==> config.mk <==
export PLATFORM = sky130hd
export DESIGN_NAME = lcd_decoder
export DESIGN_NICKNAME = d
export VERILOG_FILES = /design/src/rtl/lcd_pkg.sv /design/src/rtl/lcd_rule_sel.sv /design/src/rtl/lcd_pol_track.sv /design/src/rtl/lcd_window.sv /design/src/rtl/lcd_decoder.sv
export SDC_FILE = /design/constraint.sdc
export NUM_CORES = 1
export LEC_CHECK = 0
export ABC_CLOCK_PERIOD_IN_PS = 2600
export BUFFER_PORTS_ARGS = -buffer_cell sky130_fd_sc_hd__buf_2
export CAP_MARGIN = 20
export CORE_UTILIZATION = 62
export CTS_CLUSTER_SIZE = 25
export DETAILED_ROUTE_END_ITERATION = 10
export GPL_TIMING_DRIVEN = 0
export PLACE_DENSITY = 0.83
export SYNTH_ARGS = -nofsm -noshare
export SYNTH_HDL_FRONTEND = slang
export SYNTH_SLANG_ARGS = --single-unit
==> constraint.sdc <==
create_clock -name clk -period 2.6 [get_ports clk]
set_input_delay 0.26 -clock clk [delete_from_list [all_inputs] [get_ports clk]]
set_output_delay 0.26 -clock clk [all_outputs]
set_load 0.01 [all_outputs]
==> src/rtl/lcd_pkg.sv <==
package lcd_pkg;

    typedef enum logic [1:0] {
        RULE_B8ZS   = 2'd0,
        RULE_HDB3   = 2'd1,
        RULE_AMI    = 2'd2,
        RULE_BYPASS = 2'd3
    } rule_e;

    typedef enum logic [1:0] {
        POL_NONE = 2'd0,
        POL_POS  = 2'd1,
        POL_NEG  = 2'd2
    } pol_e;

    // one received bit as held in the window
    typedef struct packed {
        logic mk;   // decodes as a one
        logic vi;   // bipolar violation
        logic bi;   // single-rail pulse, not a violation
        logic rp;   // raw positive rail
        logic rn;   // raw negative rail
    } sym_t;

endpackage

==> src/rtl/lcd_rule_sel.sv <==
module lcd_rule_sel
    import lcd_pkg::*;
(
    input  logic  e1_mode,
    input  logic  glb_code,
    input  logic  chan_ovr_en,
    input  logic  chan_code,
    input  logic  dual_rail,
    output rule_e rule
);

    logic eff_code;

    always_comb begin
        eff_code = chan_ovr_en ? chan_code : glb_code;
        unique casez ({dual_rail, eff_code, e1_mode})
            3'b1??:  rule = RULE_BYPASS;
            3'b01?:  rule = RULE_AMI;
            3'b001:  rule = RULE_HDB3;
            default: rule = RULE_B8ZS;
        endcase
    end

endmodule

==> src/rtl/lcd_pol_track.sv <==
module lcd_pol_track
    import lcd_pkg::*;
(
    input  logic clk,
    input  logic rst_n,
    input  logic bit_en,
    input  logic pos_in,
    input  logic neg_in,
    output logic viol
);

    pol_e state, state_nxt;
    logic single;

    always_ff @(posedge clk) begin
        if (!rst_n)
            state <= POL_NONE;
        else if (bit_en)
            state <= state_nxt;
    end

    always_comb begin
        single    = pos_in ^ neg_in;
        state_nxt = state;
        viol      = 1'b0;
        unique case (state)
            POL_NONE: begin
                if (single) state_nxt = pos_in ? POL_POS : POL_NEG;
            end
            POL_POS: begin
                if (single) begin
                    viol      = pos_in;
                    state_nxt = pos_in ? POL_POS : POL_NEG;
                end
            end
            POL_NEG: begin
                if (single) begin
                    viol      = neg_in;
                    state_nxt = pos_in ? POL_POS : POL_NEG;
                end
            end
            default: state_nxt = POL_NONE;
        endcase
    end

    // a positive-only pulse leaves the tracker in POL_POS
    a_r4_pos_sets_state: assert property (@(posedge clk) disable iff (!rst_n)
        (bit_en && pos_in && !neg_in) |=> (state == POL_POS));

    // pulses on both rails keep the tracked polarity
    a_r4_both_keeps_state: assert property (@(posedge clk) disable iff (!rst_n)
        (bit_en && pos_in && neg_in) |=> $stable(state));

endmodule

==> src/rtl/lcd_window.sv <==
module lcd_window
    import lcd_pkg::*;
#(
    parameter int DEPTH = 8   // must be at least B8_SPAN
) (
    input  logic  clk,
    input  logic  rst_n,
    input  logic  bit_en,
    input  rule_e rule,
    input  sym_t  new_sym,
    output sym_t  tail
);

    localparam int B8_SPAN  = 8;
    localparam int HDB_SPAN = 4;

    sym_t win [DEPTH];
    sym_t nxt [DEPTH];
    logic det_b8, det_hdb;

    // window index k holds the bit received k+1 enables before new_sym
    always_comb begin
        det_b8 = (rule == RULE_B8ZS) && new_sym.bi && win[0].vi && !win[1].mk
                 && win[2].bi && win[3].vi && !win[4].mk && !win[5].mk && !win[6].mk;
        det_hdb = (rule == RULE_HDB3) && new_sym.vi && !win[0].mk && !win[1].mk;

        nxt[0] = new_sym;
        for (int k = 1; k < DEPTH; k++)
            nxt[k] = win[k-1];

        if (det_b8) begin
            for (int k = 0; k < B8_SPAN; k++) begin
                nxt[k].mk = 1'b0;
                nxt[k].vi = 1'b0;
                nxt[k].bi = 1'b0;
            end
        end
        if (det_hdb) begin
            for (int k = 0; k < HDB_SPAN; k++) begin
                nxt[k].mk = 1'b0;
                nxt[k].vi = 1'b0;
                nxt[k].bi = 1'b0;
            end
        end
    end

    always_ff @(posedge clk) begin
        if (!rst_n) begin
            for (int k = 0; k < DEPTH; k++)
                win[k] <= '0;
        end else if (bit_en) begin
            for (int k = 0; k < DEPTH; k++)
                win[k] <= nxt[k];
        end
    end

    assign tail = win[DEPTH-1];

endmodule

==> src/rtl/lcd_decoder.sv <==
module lcd_decoder
    import lcd_pkg::*;
#(
    parameter int DEPTH = 8
) (
    input  logic clk,
    input  logic rst_n,
    input  logic bit_en,
    input  logic pos_in,
    input  logic neg_in,
    input  logic e1_mode,
    input  logic glb_code,
    input  logic chan_ovr_en,
    input  logic chan_code,
    input  logic dual_rail,
    output logic rd_data,
    output logic rd_pos,
    output logic rd_neg
);

    rule_e rule;
    logic  viol;
    sym_t  new_sym, tail;

    lcd_rule_sel u_rule_sel (
        .e1_mode     (e1_mode),
        .glb_code    (glb_code),
        .chan_ovr_en (chan_ovr_en),
        .chan_code   (chan_code),
        .dual_rail   (dual_rail),
        .rule        (rule)
    );

    lcd_pol_track u_pol_track (
        .clk    (clk),
        .rst_n  (rst_n),
        .bit_en (bit_en),
        .pos_in (pos_in),
        .neg_in (neg_in),
        .viol   (viol)
    );

    always_comb begin
        new_sym.mk = pos_in | neg_in;
        new_sym.vi = viol;
        new_sym.bi = (pos_in ^ neg_in) & ~viol;
        new_sym.rp = pos_in;
        new_sym.rn = neg_in;
    end

    lcd_window #(.DEPTH(DEPTH)) u_window (
        .clk     (clk),
        .rst_n   (rst_n),
        .bit_en  (bit_en),
        .rule    (rule),
        .new_sym (new_sym),
        .tail    (tail)
    );

    always_ff @(posedge clk) begin
        if (!rst_n) begin
            rd_data <= 1'b0;
            rd_pos  <= 1'b0;
            rd_neg  <= 1'b0;
        end else if (bit_en) begin
            rd_data <= (rule == RULE_BYPASS) ? 1'b0 : tail.mk;
            rd_pos  <= tail.rp;
            rd_neg  <= tail.rn;
        end
    end

    // bypass forces the NRZ output low
    a_r8_bypass_low: assert property (@(posedge clk) disable iff (!rst_n)
        (bit_en && dual_rail) |=> !rd_data);

    // outputs move only on enabled edges
    a_r2_hold_without_enable: assert property (@(posedge clk) disable iff (!rst_n)
        !bit_en |=> $stable({rd_data, rd_pos, rd_neg}));

endmodule

==> results.yml, run 1 <==
outcome:
  status: "finished clean"
routing:
  drcViolationCount: 0
  wl_um: 2400
  route.met2.wl_um: 1140
  viasPerCell: 5.98
  ant_nets: 0
  firstDrtPassIters: 4
  avgRoutedWirePerCell_um: 14.7
  drtIter0Drc: 22
  wl_met3_um: 106
  vias: 974
  top_layer: "met4"
  wl_met1_um: 1140
clock_tree:
  cts_made_buffers: 5
  clock-sinks: 36
  clock_path_buffers: 2
  cts-resized-gates: 0
  cts_hold_buf: 0
  clock_latency_ns: 0.32
  cts_max_level: 2
  clk_pin_slew_ns: 0.10
  post_cts_buffers: 0
  root_buffer: "clkbuf_4"
  tritoncts: "built"
sta:
  post-route-period-util_pct: 75.1
  fin_hold_ws_ns: 0.225
  final.setup.tns_ns: 0
  setup_violations: 0
  worst_slew_pin_slew_ns: 0.768
  slew_violations: 0
  period_needed_ns: 1.95
  slew_headroom_pct: 48.4
  max_freq_mhz: 512
  rsz0062_at_grt: "false"
  finalHoldViolCount: 0
  fin_worst_skew_ns: 0.00693
floorplanning:
  dieArea_um2: 2710
  die_w_um: 52.1
  rows: 17
  initial_utilization_pct: 67.7
  ios: 13
  dieHeight_um: 52.1
  core_area_um2: 2300
critical_path:
  cpPeakStageDelay_ns: 0.59
  crit_chain: "inv_1 -> ha_1 -> nand4bb_1 -> nor4_2 -> a2111oi_1"
  slowest_stage: "nor4_2"
  cp.required_ns: 2.65
  worst-path-max-fanout: 8
  timing.rr.end: "u_window.win[0][4]$_SDFFCE_PP0P_"
  reg2regPathDepth: 5
  r2r_slack_ns: 0.65
  r2r-start: "u_pol_track.state[0]$_SDFFE_PN0P_"
  critical_path_class: "flip-flop to flip-flop"
  start_kind: "flip-flop"
  end_kind: "flip-flop"
  critPathArrivalTime_ns: 2.00
synthesis:
  ys_seq_area_share_pct: 66.3
  netlist_area_um2: 1560
  syn_area_per_cell_um2: 13.6
  synth_nets: 127
  netlist_instances: 114
  synth_cell_types: 29
  synth-seq-cells: 36
  ys_warn_count: 0
grt:
  grt_overflow: 0
  antenna_found_initial: 0
  grt_max_degree: 17
  grt_use_total_pct: 21.5
  grt_first_pass_wirelength_um: 4070
  grt_pass1_vias: 855
layout:
  drive_gt1_share_pct: 17.0
  nets: 147
  syn2layout_area_growth_pct: 10.3
  n_antenna_cell: 0
power:
  powerDensity_nw_per_um2: 604
  vdd_drop_max_v: 0.000460
  p_leak_uw: 0.000695
flow_run:
  maxCapViolations: 0
place:
  finalWeightedCongestion: 0.750
  hpwlAfterDp_um: 1700
  io_buffers: 12
hold_path:
  hold_class: "input pin to flip-flop"
  hold_end: "rd_data$_SDFFE_PN0P_"
  hold_path_startpoint: "dual_rail"
  hold_path_depth: 3
[worst max-delay path: cells and delay by family, from the launching register on]
family,cells,cell delay [ns]
buffers and inverters,1,0.05
and+or+nand+nor,2,0.80
AOI/OAI and AO/OA,1,0.12
adders and majority gates,1,0.33
DFF,1,0.37
[synthesized netlist by cell type]
cell type	instances	area share, %
a2111oi_1	1	0.64
a211oi_1	6	2.9
a21boi_0	2	0.97
a21oi_1	3	0.97
and2_1	7	2.8
and3_1	12	4.8
clkbuf_1	6	1.4
dfxtp_1	5	6.4
edfxtp_1	31	60
ha_1	3	2.4
inv_1	3	0.72
mux2_2	1	0.72
mux2i_1	3	1.9
nand2_1	10	2.4
nand2b_1	3	1.2
nand3b_1	2	0.97
nand4b_1	1	0.56
nand4bb_1	1	0.72
nor2_1	2	0.48
nor2b_1	3	1.2
nor3b_1	1	0.48
nor4_1	1	0.40
nor4_2	1	0.80
nor4_4	1	1.4
nor4bb_1	1	0.64
o21a_1	1	0.48
o21ai_0	1	0.32
or2_1	1	0.40
or4b_4	1	0.88
[how the worst max path moves through the flow]
stage	startpoint	endpoint	slack (ns)	cells after the start
2_1_floorplan	bit_en	u_window.win[0][0]$_SDFFCE_PN0P_	0.84	2
3_3_place_gp	bit_en	u_window.win[0][0]$_SDFFCE_PN0P_	0.33	3
3_5_place_dp	bit_en	u_window.win[0][0]$_SDFFCE_PN0P_	0.61	4
4_1_cts	u_pol_track.state[0]$_SDFFE_PN0P_	u_window.win[0][4]$_SDFFCE_PP0P_	0.67	5
5_1_grt	u_pol_track.state[0]$_SDFFE_PN0P_	u_window.win[0][18]$_SDFFCE_PP0P_	0.54	5
6_report	u_pol_track.state[0]$_SDFFE_PN0P_	u_window.win[0][4]$_SDFFCE_PP0P_	0.65	5
[kinds of logic (layout without fill, tap and decap cells)]
kind of cell             after synthesis  in the layout  synth area share, %
buffers and inverters                  9             30                 2.17
adder cells (fa/ha/maj)                3              3                 2.41
multiplexers                           4              4                 2.65
AND/OR/NAND/NOR                       48             48                 20.2
AO/OA/AOI/OAI                         14             14                 6.27
flip-flops                            36             36                 66.3
[state kept, by name, indices dropped and copies added, names as in the netlist]
signal,cells
u_pol_track.state,2
u_window.win,31
rd_pos,1
rd_neg,1
rd_data,1
[metal layers]
layer	track usage, %	vias to the layer above
met5	0	-
li1	-	467
met1	30.9	479
met2	30.3	24
met3	7.02	4
met4	8.11	0
[final cells by class]
class / instances / area, um^2
plain buffers: 6 / 22.5
clock buffers: 7 / 45.0
clock inverters: 1 / 5.00
fillers: 155 / 582
inverters: 3 / 11.3
multi-input cells: 69 / 490
flip-flops and latches: 36 / 1030
well taps: 28 / 35.0
repair buffers: 13 / 75.1
[metrics by stage]
step / utilization (%) / cells / setup WS (ns) / cell area [um^2] / power (uW)
2_1_floorplan: - / 114 / 0.842 / 1560 / 744
3_3_place_gp: 71.8 / 154 / 0.330 / 1650 / 769
3_5_place_dp: 72.5 / 155 / 0.606 / 1670 / 777
4_1_cts: 74.7 / 163 / 0.671 / 1720 / 1040
5_1_grt: 74.7 / 163 / 0.541 / 1720 / 1080
6_report: 74.7 / 163 / 0.648 / 1720 / 1040
[placed cells by master (no fill, tap or decap), types with 2 or more instances in the layout]
| cell type | n |
|---|---|
| edfxtp_1 | 31 |
| and3_1 | 12 |
| buf_2 | 12 |
| nand2_1 | 10 |
| clkbuf_1 | 8 |
| and2_1 | 7 |
| a211oi_1 | 6 |
| clkbuf_4 | 5 |
| dfxtp_1 | 5 |
| inv_1 | 3 |
| nand2b_1 | 3 |
| mux2i_1 | 3 |
| nor2b_1 | 3 |
| a21oi_1 | 3 |
| ha_1 | 3 |
| nand3b_1 | 2 |
| a21boi_0 | 2 |
| nor2_1 | 2 |
[power by group]
part / switching [uW] / leakage (uW) / internal [uW] / total (uW)
sequential: 11.2 / 0.000383 / 664 / 676
combinational: 52.5 / 0.000283 / 35.5 / 88.0
clock: 167 / 0.0000293 / 105 / 272
total: 230 / 0.000695 / 805 / 1040
Note: power is estimated with default switching activity, not from simulation.
==> run 2, diff against run 1 <==
- ABC_CLOCK_PERIOD_IN_PS: 2600 -> 1600
- CORE_UTILIZATION: 62 -> 52
- PLACE_DENSITY: 0.83 -> 0.75
- clock period: 2.6 -> 1.6 ns (I/O delays scaled with it)
==> results.yml, run 2 (same netlist as run 1, synthesis figures left out) <==
grt:
  grt_max_degree: 32
  grt_overflow: 0
  antenna_found_initial: 0
  grt_pass1_vias: 953
  grt_first_pass_wirelength_um: 4450
  grt_use_total_pct: 19.1
routing:
  firstDrtPassIters: 7
  wl_um: 2970
  vias: 996
  drcViolationCount: 2
  ant_nets: 0
  drtIter0Drc: 46
  viasPerCell: 5.89
  avgRoutedWirePerCell_um: 17.6
sta:
  slew_violations: 0
  final.setup.tns_ns: -0.423
  max_freq_mhz: 601
  period_needed_ns: 1.67
  slew_headroom_pct: 48.6
  finalHoldViolCount: 0
  worst_slew_pin_slew_ns: 0.771
  setup_ws_ns: -0.0651
  rsz0062_at_grt: "true"
  setup_violations: 10
  fin_worst_skew_ns: 0.0118
  post-route-period-util_pct: 104
place:
  hpwlAfterDp_um: 1750
  finalWeightedCongestion: 0.771
  io_buffers: 12
  placedCellCount: 157
  pre_cts_slack_ns: -0.286
clock_tree:
  cts_made_buffers: 5
  clk_pin_slew_ns: 0.12
  clock-sinks: 36
  cts_max_level: 2
  clock_path_buffers: 2
  clock_latency_ns: 0.35
  cts_hold_buf: 0
  root_buffer: "clkbuf_4"
  tritoncts: "built"
outcome:
  status: "finished with violations"
  failed_checks: "design-rule violations, negative setup slack"
power:
  vdd_drop_max_v: 0.000755
  p_leak_uw: 0.000741
  powerDensity_nw_per_um2: 1030
layout:
  drive_gt1_share_pct: 27.5
  fin_cells: 169
  largestRegisters: "u_window.win: 31 flops, u_pol_track.state: 2 flops"
  regMostFlops: "u_window.win"
  mostFrequentLayoutCells: "31 x edfxtp_1, 12 x and3_1, 12 x buf_2"
  final_common_cell: "edfxtp_1"
  syn2layout_area_growth_pct: 19.6
  nets: 150
  n_antenna_cell: 0
  largest_reg_flops: 31
floorplanning:
  dieHeight_um: 56.7
  rows: 19
  ios: 13
  core_area_um2: 2810
  die_w_um: 56.7
  dieArea_um2: 3210
  initial_utilization_pct: 55.4
hold_path:
  hold_class: "input pin to flip-flop"
critical_path:
  critPathArrivalTime_ns: 1.82
  end_kind: "flip-flop"
  cp.required_ns: 1.75
  critical_path_class: "flip-flop to flip-flop"
  slowest_stage: "dfxtp_1"
  start_kind: "flip-flop"
  worst-path-max-fanout: 8
  crit_chain: "ha_4 -> mux2i_4 -> nor4_4 -> buf_6 -> a2111oi_4"
  cpPeakStageDelay_ns: 0.41
flow_run:
  maxCapViolations: 0
==> run 2: worst paths after layout <==
check | to | cells past startpoint | slack, ns | startpoint
min | rd_data$_SDFFE_PN0P_ | 3 | 0.12 | dual_rail
max reg2reg | u_window.win[0][4]$_SDFFCE_PP0P_ | 5 | -0.07 | u_pol_track.state[1]$_SDFFE_PN0P_
min reg2reg | rd_data$_SDFFE_PN0P_ | 2 | 0.49 | rd_data$_SDFFE_PN0P_
max | u_window.win[0][4]$_SDFFCE_PP0P_ | 5 | -0.07 | u_pol_track.state[1]$_SDFFE_PN0P_
==> run 2: area by class of cell <==
type | instances | area [um^2]
inverter | 3 | 11.3
timing repair buffer | 17 | 105
clock inverter | 3 | 42.5
tap | 31 | 38.8
buffer | 5 | 18.8
sequential | 36 | 1030
multi-input combinational | 69 | 574
fill | 210 | 945
clock buffer | 5 | 37.5
==> run 2: through the flow <==
stage          hold slack (ns)  instance area (um^2)  total power (uW)  util [%]
2_1_floorplan            0.334                  1570              1210         -
3_3_place_gp             0.464                  1670              1260      59.5
3_5_place_dp             0.476                  1670              1270      59.5
4_1_cts                  0.129                  1770              1900      63.2
5_1_grt                  0.139                  1860              1990      66.3
6_report                 0.123                  1860              1920      66.3
==> run 2: critical path, delay by kind of cell (launching register included) <==
kind                     cells  cell delay [ns]
multiplexers                 1             0.31
AND/OR/NAND/NOR              1             0.09
AO/OA/AOI/OAI                1             0.33
buffers and inverters        1             0.15
flip-flops                   1             0.41
adder cells (fa/ha/maj)      1             0.17
==> run 2: where the power goes <==
group / internal (uW) / switching, uW / total (uW) / leakage [uW]
clock network: 326 / 315 / 640 / 0.0000412
registers: 1080 / 19.2 / 1100 / 0.000384
logic: 74.5 / 104 / 179 / 0.000316
total: 1480 / 438 / 1920 / 0.000741
==> run 2: timing repair <==
| item | in CTS | in global routing |
|---|---|---|
| setup endpoints to repair | 11 | 11 |
| gates cloned | 0 | 1 |
| pin swaps | 2 | 2 |
| resized for setup | 3 | 11 |
| buffers inserted | 2 | 2 |
==> run 2: layer usage <==
metal	wire length, um	vias to the layer above	global-route usage, %
met5	0	-	0
met4	88	0	7.86
met3	147	6	7.60
met2	1480	30	29.1
met1	1260	486	24.4
li1	-	474	-
==> run 3, diff against run 2 <==
- GPL_ROUTABILITY_DRIVEN: not set -> 0
- RECOVER_POWER: not set -> 50
==> results.yml, run 3 (same netlist as run 1, synthesis figures left out) <==
outcome:
  status: "finished with violations"
  failed_checks: "design-rule violations, negative setup slack"
clock_tree:
  cts_hold_buf: 0
  cts_made_buffers: 5
  cts_max_level: 2
  root_buffer: "clkbuf_4"
  tritoncts: "built"
  clock_latency_ns: 0.35
  clock_path_buffers: 2
  clock-sinks: 36
  clk_pin_slew_ns: 0.12
layout:
  regMostFlops: "u_window.win"
  syn2layout_area_growth_pct: 19.2
  nets: 150
  finalInstanceArea_um2: 1850
  n_antenna_cell: 0
  largestRegisters: "u_window.win: 31 flops, u_pol_track.state: 2 flops"
  mostFrequentLayoutCells: "31 x edfxtp_1, 12 x and3_1, 10 x nand2_1"
  largest_reg_flops: 31
  final_common_cell: "edfxtp_1"
  drive_gt1_share_pct: 23.9
critical_path:
  cp_num_buf_inv: 1
  r2r-start: "u_pol_track.state[1]$_SDFFE_PN0P_"
  reg2regPathDepth: 5
  cpPeakStageDelay_ns: 0.41
  slowest_stage: "dfxtp_1"
  crit_chain: "ha_4 -> mux2i_4 -> nor4_4 -> buf_6 -> a2111oi_4"
  timing.rr.end: "u_window.win[0][4]$_SDFFCE_PP0P_"
  critPathArrivalTime_ns: 1.81
  crit_cells: 5
  worst-path-max-fanout: 8
  start_kind: "flip-flop"
  path_delay_family: "flip-flops"
  r2r_slack_ns: -0.06
  critical_path_class: "flip-flop to flip-flop"
  end_kind: "flip-flop"
  cp.required_ns: 1.75
grt:
  grt_overflow: 0
  antenna_found_initial: 0
  grt_use_total_pct: 19.1
  grt_pass1_vias: 953
  grt_first_pass_wirelength_um: 4450
  grt_max_degree: 32
place:
  io_buffers: 12
  hpwlAfterDp_um: 1750
  placed_area_um2: 1670
routing:
  drtIter0Drc: 46
  avgRoutedWirePerCell_um: 17.5
  ant_nets: 0
  wl_um: 2970
  drcViolationCount: 2
  viasPerCell: 5.91
  vias: 999
  firstDrtPassIters: 7
sta:
  period_needed_ns: 1.66
  slew_violations: 0
  fin_hold_ws_ns: 0.126
  fin_worst_skew_ns: 0.0105
  finalHoldViolCount: 0
  setup_violations: 10
  max_freq_mhz: 602
  setup_ws_ns: -0.0609
  slew_headroom_pct: 48.7
  rsz0062_at_grt: "true"
  worst_slew_pin_slew_ns: 0.769
  post-route-period-util_pct: 104
floorplanning:
  dieArea_um2: 3210
  rows: 19
  ios: 13
  dieHeight_um: 56.7
  initial_utilization_pct: 55.4
  core_area_um2: 2810
  die_w_um: 56.7
power:
  p_comb_share_pct: 9.3
  switchingPower_uw: 438
  p_leak_uw: 0.000723
  vdd_drop_max_v: 0.000753
  power_frac_seq_pct: 57.4
  pwr-share-clk_pct: 33.4
  powerDensity_nw_per_um2: 1030
  sw_frac_of_total_pct: 22.8
  intPower_uw: 1480
flow_run:
  maxCapViolations: 0
hold_path:
  hold_class: "input pin to flip-flop"
  hold_path_startpoint: "dual_rail"
  hold_path_depth: 3
  hold_end: "rd_data$_SDFFE_PN0P_"
[run 3: power groups by stage]
stage / Sequential (uW) / Clock, uW / Combinational, uW
6_report: 1100 / 640 / 178
3_3_place_gp: 1120 / 0 / 138
3_5_place_dp: 1120 / 0 / 146
2_1_floorplan: 1110 / 0 / 97.8
4_1_cts: 1100 / 648 / 150
5_1_grt: 1100 / 690 / 193
[run 3: layout make-up]
class | count | area, um^2
fillers | 214 | 951
clock inverters | 3 | 42.5
flip-flops and latches | 36 | 1030
well taps | 31 | 38.8
inverters | 3 | 11.3
clock buffers | 5 | 37.5
plain buffers | 5 | 18.8
repair buffers | 17 | 100
multi-input cells | 69 | 574
[run 3: timing repair]
item	4_1_cts	5_1_grt
gates cloned	0	1
setup endpoints to repair	11	11
setup buffers	2	2
gates resized for setup	3	11
pin swaps	2	2
hold endpoints to repair	0	0
[run 3: per-layer routing]
layer	vias to the layer above	routed length, um	GRT usage, %
met3	6	120	7.60
met1	494	1280	24.4
met4	0	88	7.86
li1	474	-	-
met2	25	1480	29.1
met5	-	0	0
[run 3: worst max path at each step]
| stage | start | to | slack [ns] |
|---|---|---|---|
| 6_report | u_pol_track.state[1]$_SDFFE_PN0P_ | u_window.win[0][4]$_SDFFCE_PP0P_ | -0.06 |
| 5_1_grt | u_window.win[0][29]$_SDFFCE_PP0P_ | u_window.win[0][8]$_SDFFCE_PP0P_ | -0.11 |
| 4_1_cts | u_window.win[0][29]$_SDFFCE_PP0P_ | u_window.win[0][12]$_SDFFCE_PP0P_ | -0.12 |
| 3_5_place_dp | u_pol_track.state[0]$_SDFFE_PN0P_ | u_window.win[0][2]$_SDFFCE_PP0P_ | -0.29 |
| 3_3_place_gp | u_window.win[0][29]$_SDFFCE_PP0P_ | u_window.win[0][4]$_SDFFCE_PP0P_ | -0.18 |
| 2_1_floorplan | u_window.win[0][29]$_SDFFCE_PP0P_ | u_window.win[0][4]$_SDFFCE_PP0P_ | -0.02 |
[run 3: per-stage QoR]
step	total power, uW	instances	setup slack [ns]	setup TNS [ns]	util, %
CTS	1900	166	-0.119	-1.15	63.2
detailed placement	1270	157	-0.286	-8.87	59.5
global placement	1260	157	-0.176	-5.95	59.5
global route	1990	169	-0.106	-1.03	66.1
finish	1920	169	-0.0609	-0.414	66.1
floorplan	1210	114	-0.0241	-0.0491	-
[run 3: tightest hold or removal path, cell delays in order]
cell	delay, ns
buf_2	0.10
nand3b_1	0.11
a21boi_0	0.07
